$ cat config.mk
export PLATFORM = sky130hd
export DESIGN_NAME = pmic_top
export DESIGN_NICKNAME = d
export VERILOG_FILES = /design/src/rtl/pmic_pkg.sv /design/src/rtl/pmic_regs.sv /design/src/rtl/pmic_pick.sv /design/src/rtl/pmic_active_stack.sv /design/src/rtl/pmic_top.sv
export SDC_FILE = /design/constraint.sdc
export NUM_CORES = 1
export LEC_CHECK = 0
export ABC_AREA = 0
export BUFFER_PORTS_ARGS = -buffer_cell sky130_fd_sc_hd__buf_4
export CORE_MARGIN = 4
export CORE_UTILIZATION = 60
export CTS_CLUSTER_SIZE = 16
export DETAILED_ROUTE_END_ITERATION = 10
export PLACE_DENSITY = 0.83
export SLEW_MARGIN = 20
export SYNTH_ARGS = -nofsm -noshare
export SYNTH_HDL_FRONTEND = slang
export SYNTH_SLANG_ARGS = --single-unit
$ cat constraint.sdc
create_clock -name clk -period 30.1 [get_ports clk]
set_clock_uncertainty 0.05 [all_clocks]
set_input_delay 6.02 -clock clk [delete_from_list [all_inputs] [get_ports clk]]
set_output_delay 6.02 -clock clk [all_outputs]
set_load 0.02 [all_outputs]
$ cat src/rtl/pmic_pkg.sv
package pmic_pkg;
  localparam int REG_W = 8;

  typedef enum logic [2:0] {
    WK_ENABLE   = 3'd0,
    WK_PRIO     = 3'd1,
    WK_PEND_SET = 3'd2,
    WK_PEND_CLR = 3'd3,
    WK_THRESH   = 3'd4,
    WK_GDIS     = 3'd5
  } wr_kind_e;

  typedef enum logic [2:0] {
    RK_ENABLE = 3'd0,
    RK_PRIO   = 3'd1,
    RK_PEND   = 3'd2,
    RK_THRESH = 3'd3,
    RK_GDIS   = 3'd4
  } rd_kind_e;
endpackage

$ cat src/rtl/pmic_regs.sv
module pmic_regs
  import pmic_pkg::*;
#(
  parameter int NUM_LINES = 8,
  parameter int PRIO_BITS = 3,
  localparam int LINE_W = $clog2(NUM_LINES),
  localparam int LOW_W  = REG_W - PRIO_BITS
) (
  input  logic                                 clk,
  input  logic                                 rst,
  input  logic                                 wr_en,
  input  logic [2:0]                           wr_kind,
  input  logic [LINE_W-1:0]                    wr_line,
  input  logic [REG_W-1:0]                     wr_data,
  input  logic [2:0]                           rd_kind,
  input  logic [LINE_W-1:0]                    rd_line,
  output logic [REG_W-1:0]                     rd_data,
  input  logic [NUM_LINES-1:0]                 hw_req,
  input  logic                                 clr_en,
  input  logic [LINE_W-1:0]                    clr_line,
  output logic [NUM_LINES-1:0]                 en_o,
  output logic [NUM_LINES-1:0]                 pend_o,
  output logic [NUM_LINES-1:0][PRIO_BITS-1:0]  prio_o,
  output logic [PRIO_BITS-1:0]                 thr_o,
  output logic                                 gdis_o
);
  logic [NUM_LINES-1:0] hw_q;
  logic [NUM_LINES-1:0] pend_set, pend_clr;

  // Per-line pend set/clear terms
  for (genvar i = 0; i < NUM_LINES; i++) begin : g_line
    assign pend_set[i] = (hw_req[i] & ~hw_q[i]) |
                         (wr_en && wr_kind == WK_PEND_SET && wr_line == LINE_W'(i));
    assign pend_clr[i] = (wr_en && wr_kind == WK_PEND_CLR && wr_line == LINE_W'(i)) |
                         (clr_en && clr_line == LINE_W'(i));
  end

  always_ff @(posedge clk) begin
    if (rst) begin
      hw_q   <= '0;
      en_o   <= '0;
      pend_o <= '0;
      prio_o <= '0;
      thr_o  <= '0;
      gdis_o <= 1'b0;
    end else begin
      hw_q   <= hw_req;
      pend_o <= (pend_o & ~pend_clr) | pend_set;
      if (wr_en) begin
        case (wr_kind)
          WK_ENABLE: en_o[wr_line]   <= wr_data[0];
          WK_PRIO:   prio_o[wr_line] <= wr_data[REG_W-1 -: PRIO_BITS];
          WK_THRESH: thr_o           <= wr_data[REG_W-1 -: PRIO_BITS];
          WK_GDIS:   gdis_o          <= wr_data[0];
          default:   ;
        endcase
      end
    end
  end

  // Registered read port
  always_ff @(posedge clk) begin
    if (rst) begin
      rd_data <= '0;
    end else begin
      case (rd_kind)
        RK_ENABLE: rd_data <= {{(REG_W-1){1'b0}}, en_o[rd_line]};
        RK_PRIO:   rd_data <= {prio_o[rd_line], {LOW_W{1'b0}}};
        RK_PEND:   rd_data <= {{(REG_W-1){1'b0}}, pend_o[rd_line]};
        RK_THRESH: rd_data <= {thr_o, {LOW_W{1'b0}}};
        RK_GDIS:   rd_data <= {{(REG_W-1){1'b0}}, gdis_o};
        default:   rd_data <= '0;
      endcase
    end
  end

  AST_PRIO_LOW_ZERO: assert property (@(posedge clk) disable iff (rst)
    (rd_kind == RK_PRIO) |=> (rd_data[LOW_W-1:0] == '0));
endmodule

$ cat src/rtl/pmic_pick.sv
module pmic_pick #(
  parameter int NUM_LINES = 8,
  parameter int PRIO_BITS = 3,
  localparam int LINE_W = $clog2(NUM_LINES)
) (
  input  logic [NUM_LINES-1:0]                en,
  input  logic [NUM_LINES-1:0]                pend,
  input  logic [NUM_LINES-1:0][PRIO_BITS-1:0] prio,
  input  logic [PRIO_BITS-1:0]                thr,
  input  logic                                gdis,
  input  logic                                act_valid,
  input  logic [PRIO_BITS-1:0]                act_prio,
  output logic                                sel_valid,
  output logic [LINE_W-1:0]                   sel_line,
  output logic [PRIO_BITS-1:0]                sel_prio
);
  logic [NUM_LINES-1:0] elig;

  for (genvar i = 0; i < NUM_LINES; i++) begin : g_elig
    assign elig[i] = en[i] & pend[i] & ~gdis &
                     ((thr == '0) || (prio[i] < thr)) &
                     (!act_valid || (prio[i] < act_prio));
  end

  // Lowest priority value wins; strict compare keeps the lower index on ties
  always_comb begin
    sel_valid = 1'b0;
    sel_line  = '0;
    sel_prio  = '0;
    for (int i = 0; i < NUM_LINES; i++) begin
      if (elig[i] && (!sel_valid || prio[i] < sel_prio)) begin
        sel_valid = 1'b1;
        sel_line  = LINE_W'(i);
        sel_prio  = prio[i];
      end
    end
  end
endmodule

$ cat src/rtl/pmic_active_stack.sv
module pmic_active_stack #(
  parameter int DEPTH = 8,
  parameter int WIDTH = 3,
  localparam int CW = $clog2(DEPTH + 1),
  localparam int AW = (DEPTH > 1) ? $clog2(DEPTH) : 1
) (
  input  logic             clk,
  input  logic             rst,
  input  logic             push,
  input  logic             pop,
  input  logic [WIDTH-1:0] push_val,
  output logic [WIDTH-1:0] top_val,
  output logic             valid,
  output logic             full
);
  logic [WIDTH-1:0] mem [DEPTH];
  logic [CW-1:0]    cnt;
  logic             pop_ok, push_ok;
  logic [CW-1:0]    wr_pos;

  assign valid   = (cnt != '0);
  assign full    = (cnt == CW'(DEPTH));
  assign pop_ok  = pop & valid;
  assign push_ok = push & (!full | pop_ok);
  assign wr_pos  = cnt - CW'(pop_ok);
  assign top_val = valid ? mem[AW'(cnt - CW'(1))] : '0;

  always_ff @(posedge clk) begin
    if (push_ok) mem[AW'(wr_pos)] <= push_val;
  end

  always_ff @(posedge clk) begin
    if (rst) cnt <= '0;
    else     cnt <= cnt + CW'(push_ok) - CW'(pop_ok);
  end

  AST_NO_OVERFLOW: assert property (@(posedge clk) disable iff (rst)
    (push && !pop) |-> !full);

  AST_DEPTH_STEP: assert property (@(posedge clk) disable iff (rst)
    (pop && valid && !push) |=> (cnt == $past(cnt) - CW'(1)));
endmodule

$ cat src/rtl/pmic_top.sv
module pmic_top
  import pmic_pkg::*;
#(
  parameter int NUM_LINES   = 8,
  parameter int PRIO_BITS   = 3,
  parameter int STACK_DEPTH = 8,
  localparam int LINE_W = $clog2(NUM_LINES)
) (
  input  logic                 clk,
  input  logic                 rst,
  input  logic                 wr_en,
  input  logic [2:0]           wr_kind,
  input  logic [LINE_W-1:0]    wr_line,
  input  logic [REG_W-1:0]     wr_data,
  input  logic [2:0]           rd_kind,
  input  logic [LINE_W-1:0]    rd_line,
  output logic [REG_W-1:0]     rd_data,
  input  logic [NUM_LINES-1:0] hw_req,
  input  logic                 ack,
  input  logic                 ret,
  output logic                 irq_req,
  output logic [LINE_W-1:0]    irq_vec
);
  logic [NUM_LINES-1:0]                en, pend;
  logic [NUM_LINES-1:0][PRIO_BITS-1:0] prio;
  logic [PRIO_BITS-1:0]                thr, act_prio, sel_prio;
  logic                                gdis, act_valid, act_full, sel_valid, take;
  logic [LINE_W-1:0]                   sel_line;

  assign take = ack & irq_req;

  pmic_regs #(.NUM_LINES(NUM_LINES), .PRIO_BITS(PRIO_BITS)) regs_i (
    .clk(clk), .rst(rst),
    .wr_en(wr_en), .wr_kind(wr_kind), .wr_line(wr_line), .wr_data(wr_data),
    .rd_kind(rd_kind), .rd_line(rd_line), .rd_data(rd_data),
    .hw_req(hw_req), .clr_en(take), .clr_line(irq_vec),
    .en_o(en), .pend_o(pend), .prio_o(prio), .thr_o(thr), .gdis_o(gdis)
  );

  pmic_pick #(.NUM_LINES(NUM_LINES), .PRIO_BITS(PRIO_BITS)) pick_i (
    .en(en), .pend(pend), .prio(prio), .thr(thr), .gdis(gdis),
    .act_valid(act_valid), .act_prio(act_prio),
    .sel_valid(sel_valid), .sel_line(sel_line), .sel_prio(sel_prio)
  );

  pmic_active_stack #(.DEPTH(STACK_DEPTH), .WIDTH(PRIO_BITS)) stack_i (
    .clk(clk), .rst(rst),
    .push(take), .pop(ret), .push_val(prio[irq_vec]),
    .top_val(act_prio), .valid(act_valid), .full(act_full)
  );

  // Registered offer; dropped for one cycle after any ack or return
  always_ff @(posedge clk) begin
    if (rst) begin
      irq_req <= 1'b0;
      irq_vec <= '0;
    end else begin
      irq_req <= sel_valid & ~ack & ~ret & ~act_full;
      irq_vec <= sel_line;
    end
  end

  AST_GDIS_BLOCKS: assert property (@(posedge clk) disable iff (rst)
    gdis |=> !irq_req);

  AST_ACK_DROPS_REQ: assert property (@(posedge clk) disable iff (rst)
    ack |=> !irq_req);

  AST_THRESH_MASK: assert property (@(posedge clk) disable iff (rst)
    (sel_valid && thr != '0) |-> (sel_prio < thr));

  AST_PREEMPT_STRICT: assert property (@(posedge clk) disable iff (rst)
    (sel_valid && act_valid) |-> (sel_prio < act_prio));
endmodule

==> qor.yml <==
status:
  status: "finished clean"
final_layout:
  final_common_cell: "dfxtp_1"
  area_growth_pct: 8.160
  drive_above_1_share_pct: 13.14
  final_cell_area_um2: 6634
  diodes: 0
  finalNetCount: 769
  final_cell_mix: "64 x dfxtp_1, 60 x nand2_1, 58 x nor2_1, 55 x ha_1, 46 x a21oi_1"
timing:
  setup-tns-final_ns: 0
  setup_viol: 0
  slew_viol_final: 0
  max_slew_margin_pct: 34.52
  worst_slew_pin_slew_ns: 0.9747
  period_needed_ns: 13.63
  hold_viol: 0
  fin_crit_sh_pct: 45.28
  rsz0062_at_grt: "false"
  clock.fmax_mhz: 73.38
place:
  io_buffers: 36
  place.gp.congestion: 0.9153
  dpl.hpwl_mm: 12.31
  dpl-instance-area_um2: 6417
floorplan:
  design.die.area_um2: 11900
  coreArea_um2: 9864
  fp.dieH_um: 109.1
  io_pins: 45
  rows: 36
  die_w_um: 109.1
  initial_core_util_pct: 62.18
critical_path:
  criticalPathCategory: "reg2reg"
  critPathCaptureType: "flip-flop"
  slowest_stage: "dfxtp_1"
  crit_fanout: 8
  crit_path_max_incr_delay_ns: 0.60
  startpoint_type: "flip-flop"
  critPathRequiredTime_ns: 30.32
  crit_top_cell: "ha_1"
  critical_path_arrival_ns: 13.84
clock_tree:
  post_cts_resized: 0
  clk_latency_ns: 0.37
  cts-buffers-inserted: 9
  cts_tree: "built"
  cts_root_buffer: "clkbuf_8"
  cts_setup_buffers: 0
  htree_levels: 3
  path_clk_slew_ns: 0.09
  postCtsHoldBufs: 0
  ctsLongestPathBuffers: 2
  clock_sink_count: 88
flow_run:
  cap_violations: 0
grt:
  grt_usage_pct: 28.39
  grt_pass1_wl_mm: 26.11
  antenna_found_initial: 0
  grt_max_degree: 63
  gr-total-overflow: 0
  grt_pass1_vias: 5159
synth:
  yosysWarnings: 0
  synth_cell_type_count: 71
  synth_largest_area_cell: "dfxtp_1"
  synth_top_area_share_pct: 20.89
  ys.flop_type: "dfxtp_1"
  yosysSeqAreaShare_pct: 32.64
  synth_edf_count: 24
  post_synth.cell_area_avg_um2: 9.223
  syn_inst: 665
  synthTopCellsByArea: "dfxtp_1 21%, edfxtp_1 12%, ha_1 11%, mux4_2 7.7%, a21oi_1 3.8%"
  ys_async_sr_fraction_pct: 0
  synthesis.area_um2: 6133
  ys_seq_elements: 88
drt:
  vias: 5379
  ant_nets: 0
  finalWirelength_mm: 16.30
  route.detailed.drc: 0
  wire_per_inst_um: 19.92
  first_pass_iters: 5
  drt_iter0_drc: 505
  routed_via_density: 6.576
worst_hold_path:
  hp-class: "reg2reg"
pwr:
  leakage_uw: 0.002469
  powerDensity_nw_per_um2: 52.08
  vdd_drop_max_v: 0.00003310
[power by group]
part | switching, µW | total (µW) | internal, µW
clock | 44.1 | 88.1 | 44.0
combinational | 75.9 | 126 | 49.8
sequential | 6.40 | 132 | 125
[critical path, delay by kind of cell (launching register included)]
family	cells	cell delay [ns]
flip-flops	1	0.60
multiplexers	4	1.47
buffers and inverters	3	0.30
AO/OA/AOI/OAI	29	5.74
AND/OR/NAND/NOR	13	2.62
adder cells (fa/ha/maj)	9	2.78
[layer usage]
| layer | GRT usage (%) | up-vias | share of wire, % |
|---|---|---|---|
| met5 | 0 | - | 0 |
| met4 | 10.01 | 0 | 3.0 |
| met3 | 4.973 | 42 | 7.9 |
| met2 | 49.25 | 273 | 51 |
| met1 | 35.47 | 2573 | 38 |
| li1 | - | 2491 | - |
[Yosys cell counts, types with 5 or more instances]
library cell	instances
mux2i_1	21
or2_2	5
nand3_1	25
and2_1	5
o221ai_1	8
inv_1	27
a31oi_1	9
nand3b_1	5
o211ai_1	9
nor2b_1	21
a21oi_1	46
mux2_2	6
edfxtp_1	24
a21o_1	11
nor2_1	58
or3_1	6
mux4_2	21
o21ai_1	11
ha_1	55
dfxtp_1	64
o21ai_0	24
nor3_1	11
a211oi_1	12
clkbuf_1	26
nand2_1	60
o21a_1	5
nand2b_1	17
[layout make-up]
cell class,instances,area (µm²)
well taps,133,166.4
fillers,775,3231
repair buffers,36,270.3
inverters,27,101.3
clock inverters,5,63.81
multi-input cells,518,3877
clock buffers,11,152.6
flip-flops and latches,88,2002
[through the flow]
step	cells	hold slack (ns)	utilization (%)	power (µW)	worst slack, ns
5_1_grt	818	0.4693	67.25	363.6	15.35
2_1_floorplan	668	0.3966	-	228.7	18.67
3_5_place_dp	802	0.4199	65.06	256.7	16.65
4_1_cts	818	0.4321	67.25	343.9	16.57
6_report	818	0.4366	67.25	345.5	16.47
3_3_place_gp	802	0.4053	65.06	248.1	17.20
[worst paths after layout]
path	start	endpoint	slack, ns	depth (start not counted)
min reg2reg	regs_i.en_o[4]	regs_i.en_o[4]	0.44	2
max reg2reg	stack_i.cnt[0]	irq_vec[2]	16.47	58
min	regs_i.en_o[4]	regs_i.en_o[4]	0.44	2
max	stack_i.cnt[0]	irq_vec[2]	16.47	58
[registers in the layout, indices dropped and copies added, names as in the netlist, 3 cells and up]
register and flops:
stack_i.cnt 4, stack_i.mem 24, regs_i.prio_o 24, regs_i.pend_o 8, regs_i.thr_o 3, regs_i.hw_q 8
irq_vec 3, regs_i.en_o 8, regs_i.rd_data 4
[kinds of logic after synthesis]
group	Yosys count	synth area share [%]
XOR/XNOR	6	0.9794
multiplexers	51	13.28
AO/OA/AOI/OAI	170	18.71
flip-flops	88	32.64
buffers and inverters	62	4.325
adder cells (fa/ha/maj)	56	11.55
AND/OR/NAND/NOR	231	18.46
other	1	0.06114
No activity file was read; power rests on OpenSTA's default activity.
